File: config.mk
export PLATFORM = sky130hd
export DESIGN_NAME = rx_trig_fifo
export DESIGN_NICKNAME = d
export VERILOG_FILES = /design/src/rtl/rxq_pkg.sv /design/src/rtl/rxq_store.sv /design/src/rtl/rxq_timeout.sv /design/src/rtl/rx_trig_fifo.sv
export SDC_FILE = /design/constraint.sdc
export NUM_CORES = 1
export LEC_CHECK = 0
export ABC_CLOCK_PERIOD_IN_PS = 8800
export BUFFER_PORTS_ARGS = -buffer_cell sky130_fd_sc_hd__buf_2
export CAP_MARGIN = 40
export CORE_MARGIN = 2
export CORE_UTILIZATION = 55
export DETAILED_ROUTE_END_ITERATION = 6
export PLACE_DENSITY = 0.73
export SYNTH_ARGS = -nofsm -noshare
export SYNTH_HDL_FRONTEND = slang
export SYNTH_HIERARCHICAL = 1
export SYNTH_SLANG_ARGS = --single-unit
export TNS_END_PERCENT = 10
File: constraint.sdc
create_clock -name clk -period 8.8 [get_ports clk]
set_input_delay 1.76 -clock clk [delete_from_list [all_inputs] [get_ports clk]]
set_output_delay 1.76 -clock clk [all_outputs]
set_load 0.01 [all_outputs]
File: src/rtl/rxq_pkg.sv
`timescale 1ns/100ps
package rxq_pkg;

    typedef enum logic {
        RD_WAIT  = 1'b0,
        RD_READY = 1'b1
    } ready_state_t;

    typedef enum logic {
        TO_IDLE  = 1'b0,
        TO_COUNT = 1'b1
    } tmo_state_t;

    // Threshold table for the 2-bit trigger select
    function automatic int unsigned trig_level(input logic [1:0] sel);
        unique case (sel)
            2'd0: trig_level = 1;
            2'd1: trig_level = 4;
            2'd2: trig_level = 8;
            default: trig_level = 14;
        endcase
    endfunction

endpackage

File: src/rtl/rxq_store.sv
`timescale 1ns/100ps
module rxq_store #(
    parameter int DEPTH = 16,
    parameter int WIDTH = 8
) (
    input  logic                         clk,
    input  logic                         rst_n,
    input  logic                         clr,
    input  logic                         push,
    input  logic                         pop,
    input  logic [WIDTH-1:0]             wr_data,
    output logic [WIDTH-1:0]             head_data,
    output logic [$clog2(DEPTH+1)-1:0]   occupancy,
    output logic                         push_ok,
    output logic                         pop_ok
);
    localparam int PW = (DEPTH > 1) ? $clog2(DEPTH) : 1;
    localparam int CW = $clog2(DEPTH + 1);
    localparam logic [CW-1:0] FULL_CNT = CW'(DEPTH);
    localparam bit POW2 = (DEPTH == (1 << PW));

    logic [WIDTH-1:0] mem [DEPTH];
    logic [PW-1:0]    wr_ptr, rd_ptr, wr_ptr_nx, rd_ptr_nx;
    logic [CW-1:0]    cnt;

    generate
        if (POW2) begin : g_wrap_nat
            assign wr_ptr_nx = wr_ptr + 1'b1;
            assign rd_ptr_nx = rd_ptr + 1'b1;
        end else begin : g_wrap_cmp
            assign wr_ptr_nx = (wr_ptr == PW'(DEPTH - 1)) ? '0 : wr_ptr + 1'b1;
            assign rd_ptr_nx = (rd_ptr == PW'(DEPTH - 1)) ? '0 : rd_ptr + 1'b1;
        end
    endgenerate

    assign push_ok   = push && (cnt != FULL_CNT);
    assign pop_ok    = pop && (cnt != '0);
    assign occupancy = cnt;
    assign head_data = (cnt != '0) ? mem[rd_ptr] : '0;

    always_ff @(posedge clk) begin
        if (push_ok && !clr) mem[wr_ptr] <= wr_data;
    end

    always_ff @(posedge clk or negedge rst_n) begin
        if (!rst_n) begin
            wr_ptr <= '0;
            rd_ptr <= '0;
            cnt    <= '0;
        end else if (clr) begin
            wr_ptr <= '0;
            rd_ptr <= '0;
            cnt    <= '0;
        end else begin
            if (push_ok) wr_ptr <= wr_ptr_nx;
            if (pop_ok)  rd_ptr <= rd_ptr_nx;
            cnt <= cnt + CW'(push_ok) - CW'(pop_ok);
        end
    end

    // the count never exceeds the depth
    p_no_overflow_r5: assert property (@(posedge clk) disable iff (!rst_n)
        cnt <= FULL_CNT);
    // a flush leaves the queue empty
    p_flush_empty_r11: assert property (@(posedge clk) disable iff (!rst_n)
        clr |=> (cnt == '0));
    // a pop on an empty queue changes nothing
    p_empty_pop_r7: assert property (@(posedge clk) disable iff (!rst_n)
        (pop && cnt == '0 && !push && !clr) |=> (cnt == '0));
    // a simultaneous push and pop keep the count
    p_push_pop_r8: assert property (@(posedge clk) disable iff (!rst_n)
        (push_ok && pop_ok && !clr) |=> $stable(cnt));

endmodule

File: src/rtl/rxq_timeout.sv
`timescale 1ns/100ps
module rxq_timeout #(
    parameter int LIMIT = 15
) (
    input  logic clk,
    input  logic rst_n,
    input  logic clr,
    input  logic restart,
    input  logic cancel,
    input  logic drain,
    input  logic occupied,
    input  logic tick,
    output logic expire
);
    import rxq_pkg::*;

    localparam int TW = $clog2(LIMIT + 1);
    localparam logic [TW-1:0] LAST = TW'(LIMIT - 1);

    tmo_state_t    state, state_d;
    logic [TW-1:0] ticks, ticks_d;

    // next-state logic
    always_comb begin
        state_d = state;
        ticks_d = ticks;
        if (clr) begin
            state_d = TO_IDLE;
            ticks_d = '0;
        end else if (restart) begin
            state_d = TO_COUNT;
            ticks_d = '0;
        end else begin
            unique case (state)
                TO_IDLE: ticks_d = '0;
                TO_COUNT: begin
                    if (cancel || drain) begin
                        state_d = TO_IDLE;
                        ticks_d = '0;
                    end else if (tick) begin
                        if (ticks == LAST) begin
                            state_d = TO_IDLE;
                            ticks_d = '0;
                        end else begin
                            ticks_d = ticks + 1'b1;
                        end
                    end
                end
            endcase
        end
    end

    // output logic
    always_comb begin
        expire = 1'b0;
        unique case (state)
            TO_IDLE:  expire = 1'b0;
            TO_COUNT: expire = tick && (ticks == LAST) && !clr && !restart
                               && !cancel && !drain;
        endcase
    end

    always_ff @(posedge clk or negedge rst_n) begin
        if (!rst_n) begin
            state <= TO_IDLE;
            ticks <= '0;
        end else begin
            state <= state_d;
            ticks <= ticks_d;
        end
    end

    // the timer only runs while the queue holds data
    p_idle_when_empty_r10: assert property (@(posedge clk) disable iff (!rst_n)
        (state == TO_COUNT) |-> occupied);
    // an expiry always ends the count
    p_expire_stops_r9: assert property (@(posedge clk) disable iff (!rst_n)
        expire |=> (state == TO_IDLE && ticks == '0));

endmodule

File: src/rtl/rx_trig_fifo.sv
`timescale 1ns/100ps
module rx_trig_fifo #(
    parameter int DEPTH = 16,
    parameter int WIDTH = 8,
    parameter int TIMEOUT_CHARS = 15
) (
    input  logic                       clk,
    input  logic                       rst_n,
    input  logic                       rx_en,
    input  logic                       in_valid,
    input  logic [WIDTH-1:0]           in_data,
    input  logic                       pop,
    output logic [WIDTH-1:0]           pop_data,
    input  logic [1:0]                 trig_sel,
    input  logic                       fifo_clr,
    input  logic                       irq_en,
    input  logic                       char_tick,
    output logic                       data_ready,
    output logic [$clog2(DEPTH+1)-1:0] fill_count,
    output logic                       rx_irq
);
    import rxq_pkg::*;

    localparam int CW = $clog2(DEPTH + 1);

    logic [CW-1:0] occ, occ_nx, trig;
    logic          push_ok, pop_ok, reach, restart, expire;
    ready_state_t  rd_state, rd_state_d;

    rxq_store #(.DEPTH(DEPTH), .WIDTH(WIDTH)) u_store (
        .clk       (clk),
        .rst_n     (rst_n),
        .clr       (fifo_clr),
        .push      (in_valid && rx_en),
        .pop       (pop),
        .wr_data   (in_data),
        .head_data (pop_data),
        .occupancy (occ),
        .push_ok   (push_ok),
        .pop_ok    (pop_ok)
    );

    assign trig    = CW'(trig_level(trig_sel));
    assign occ_nx  = occ + CW'(push_ok) - CW'(pop_ok);
    assign reach   = push_ok && (occ_nx >= trig);
    assign restart = push_ok && !reach;

    rxq_timeout #(.LIMIT(TIMEOUT_CHARS)) u_tmo (
        .clk      (clk),
        .rst_n    (rst_n),
        .clr      (fifo_clr),
        .restart  (restart),
        .cancel   (reach && irq_en),
        .drain    (occ_nx == '0),
        .occupied (occ != '0),
        .tick     (char_tick),
        .expire   (expire)
    );

    // ready-flag state machine: next state
    always_comb begin
        rd_state_d = rd_state;
        if (fifo_clr) begin
            rd_state_d = RD_WAIT;
        end else begin
            unique case (rd_state)
                RD_WAIT: begin
                    if (reach || expire) rd_state_d = RD_READY;
                end
                RD_READY: begin
                    if (!reach && pop_ok && occ_nx < trig) rd_state_d = RD_WAIT;
                end
            endcase
        end
    end

    always_ff @(posedge clk or negedge rst_n) begin
        if (!rst_n) rd_state <= RD_WAIT;
        else        rd_state <= rd_state_d;
    end

    // outputs
    always_comb begin
        unique case (rd_state)
            RD_WAIT:  data_ready = 1'b0;
            RD_READY: data_ready = 1'b1;
        endcase
        rx_irq     = data_ready && irq_en;
        fill_count = occ;
    end

    // a push that reaches the trigger leaves the flag set
    p_reach_sets_r3: assert property (@(posedge clk) disable iff (!rst_n)
        (push_ok && !fifo_clr && (fill_count + 1'b1 - CW'(pop_ok)) >= trig) |=> data_ready);
    // a flush clears the flag
    p_flush_flag_r11: assert property (@(posedge clk) disable iff (!rst_n)
        fifo_clr |=> !data_ready);
    // no request without an enable
    p_irq_gate_r12: assert property (@(posedge clk) disable iff (!rst_n)
        !irq_en |-> !rx_irq);

endmodule

==> metrics <==
status=complete, but fails checks; failing checks=design-rule violations; DR WL/cell=between 20 and 25 um; Die Wd=around 110 um; Clock Latency Late Sink=0.41 ns; setup bufs post-CTS=0; via/cell ratio=about 5.9; HP Class=flop to flop; internal power=between 1000 and 1500 uW; die height=113 um; crit-path cells=buf_2, and2_1, nand2_1, inv_1, inv_1, ha_1, inv_1, ha_1, fa_1, xor2_1, ha_1, a21oi_1, o2111ai_1, a21oi_2, nor2_1, nor2_1, nand3_1, nor2_1, o21bai_1, o32ai_1; worst vdd ir=0.000202 V; total of max-cap violations=0; Final #Nets=~480; Final Slew Violations=0; FF-to-FF path depth=19; WP data required=approximately 9 ns; final worst path period need=between 4 and 5 ns; WHS Path Cells=2; reg-to-reg slack, setup=about 4.2 ns; I/O pins=33; static leakage=about 0.0026 uW; CTS tree=built; # diodes=0; Resize count post-CTS=0; clk buf depth=2; number of setup violations in the final report=0; drt drc=2; Gate power share=27.6%; # fillers=800; CTS Hold Bufs=0; All-Layer GR Usage=21.2%; # H-tree levels=4; hold path start=u_tmo/state$_DFF_PN0_; Max stage delay cell, worst path=fa_1; worst hold path endpoint=u_tmo/state$_DFF_PN0_; RSZ-0062 raised after global routing=false; core area=11500 um2; Reg clk slew, reported paths=approximately 0.060 ns; GRT overflow=0; Detailed Route WL=roughly 12000 um; Starting Density=between 50% and 60%; Setup TNS Final=0 ns; row count=39; Clock Root Buffer=clkbuf_16; PwrDens=approximately 270 nW/um2; Fin Clk Skew=around 0.0068 ns; share of cells above drive strength 1=between 20% and 30%; crit-path max FO=5; port bufs=32; largest net degree at the start of global routing=30; CP Class=input pin to flop; Hold Fails Final Rpt=0; Sw Pwr=between 600 and 700 uW; initial DRC count=359; CTS sink cnt=~150; Num CTS Buffers=17; vias in the first global route=roughly 3600; Slew Limit Headroom=between 30 and 40%; Fmax=~210 MHz; Syn Std Cell Area=6530 um2; syn_nets=between 400 and 500; Vias=3531; worst r2r src=u_store/occupancy[3]$_DFF_PN0_; wire length of the first global-routing pass=roughly 20000 um; Sequential Power Share=roughly 40%; Area growth syn-to-layout=13.4%; drt pass-1 iters=7; Multi-input gate area=between 2000 and 2500 um2; initial antenna violation count=0; Worst Path Arrival=5.09 ns; die footprint=about 13000 um2; Mean Syn Cell Area=16.5 um2; Final Util=between 60% and 70%; Slew @ Worst Pin=around 0.91 ns; Critical Path Max Stage Delay=0.41 ns; end of the worst register-to-register path=rd_state$_DFF_PN0_; Yosys warning count=6; routability cong.=0.835; hpwl dp=8060 um; antenna violation net count after detailed routing=0; Clock power frac=about 32%; CP Launch Type=input pin; Register Area=between 4000 and 5000 um2; CP endpoint kind=flop; Sw Ratio=30.7%; Final Cycle Share=between 50% and 60%; Post-Synthesis Cells=395
## power groups by stage
stage               registers (uW)  clock network (uW)  logic [uW]
global route                   814                 701         624
floorplan                      818                   0         425
global placement               822                   0         540
CTS                            810                 668         562
finish                         810                 657         558
detailed placement             824                   0         559
## layer usage
metal	global-route usage [%]	routed length, um	up-vias	share of wire (%)
met5	0	0	-	0
met4	7.72	252	0	2.0
met3	5.09	742	22	5.9
met2	34.9	6290	126	50
met1	28.0	5200	1764	42
li1	-	-	1619	-
## how the worst max path moves through the flow
stage	startpoint	endpoint	slack, ns	cells after the start
6_report	in_valid	rd_state$_DFF_PN0_	4.02	20
5_1_grt	in_valid	rd_state$_DFF_PN0_	3.73	20
4_1_cts	in_valid	rd_state$_DFF_PN0_	4.09	20
3_5_place_dp	in_valid	rd_state$_DFF_PN0_	3.63	20
3_3_place_gp	in_valid	rd_state$_DFF_PN0_	3.85	20
2_1_floorplan	in_valid	rd_state$_DFF_PN0_	4.15	19
## cell type report
cell class | count | share of cell area (%)
timing repair buffer | 43 | 3.28
clock buffer | 17 | 5.75
clock inverter | 15 | 1.66
sequential | 147 | 58.4
tap | 143 | 2.42
inverter | 24 | 1.22
multi-input combinational | 207 | 27.3
## layout by cell type (no fill, tap or decap), drive strengths merged, types with 8 or more instances in the layout
| master | instances |
|---|---|
| nor3 | 8 |
| inv | 30 |
| clkbuf | 17 |
| buf | 43 |
| nor2 | 29 |
| edfxtp | 128 |
| dfrtp | 19 |
| a21oi | 19 |
| nand3 | 9 |
| o21ai | 9 |
| mux2i | 10 |
| mux2 | 8 |
| mux4 | 32 |
| nand2 | 12 |
| ha | 23 |
## stage by stage
| step | std cells | power, uW | cell area [um2] | hold WS [ns] | setup slack (ns) |
|---|---|---|---|---|---|
| 6_report | 596 | 2020 | 7400 | 0.545 | 4.02 |
| 5_1_grt | 596 | 2140 | 7400 | 0.611 | 3.73 |
| 4_1_cts | 595 | 2040 | 7390 | 0.544 | 4.09 |
| 3_5_place_dp | 563 | 1380 | 6850 | 0.533 | 3.63 |
| 3_3_place_gp | 558 | 1360 | 6810 | 0.521 | 3.85 |
| 2_1_floorplan | 395 | 1240 | 6530 | 0.489 | 4.15 |
## sequential cells by signal, indices dropped and copies added, names as in the netlist
name,count
u_store/occupancy,5
u_tmo/state,1
u_store/rd_ptr,4
u_store/mem,128
u_tmo/ticks,4
rd_state,1
u_store/wr_ptr,4
## critical path: cells and delay by family
| kind | cells | cell delay [ns] |
|---|---|---|
| adder cells (fa/ha/maj) | 4 | 1.22 |
| AND/OR/NAND/NOR | 6 | 0.86 |
| XOR/XNOR | 1 | 0.19 |
| AO/OA/AOI/OAI | 5 | 0.73 |
| buffers and inverters | 4 | 0.33 |
(Power assumes the default switching activity.)
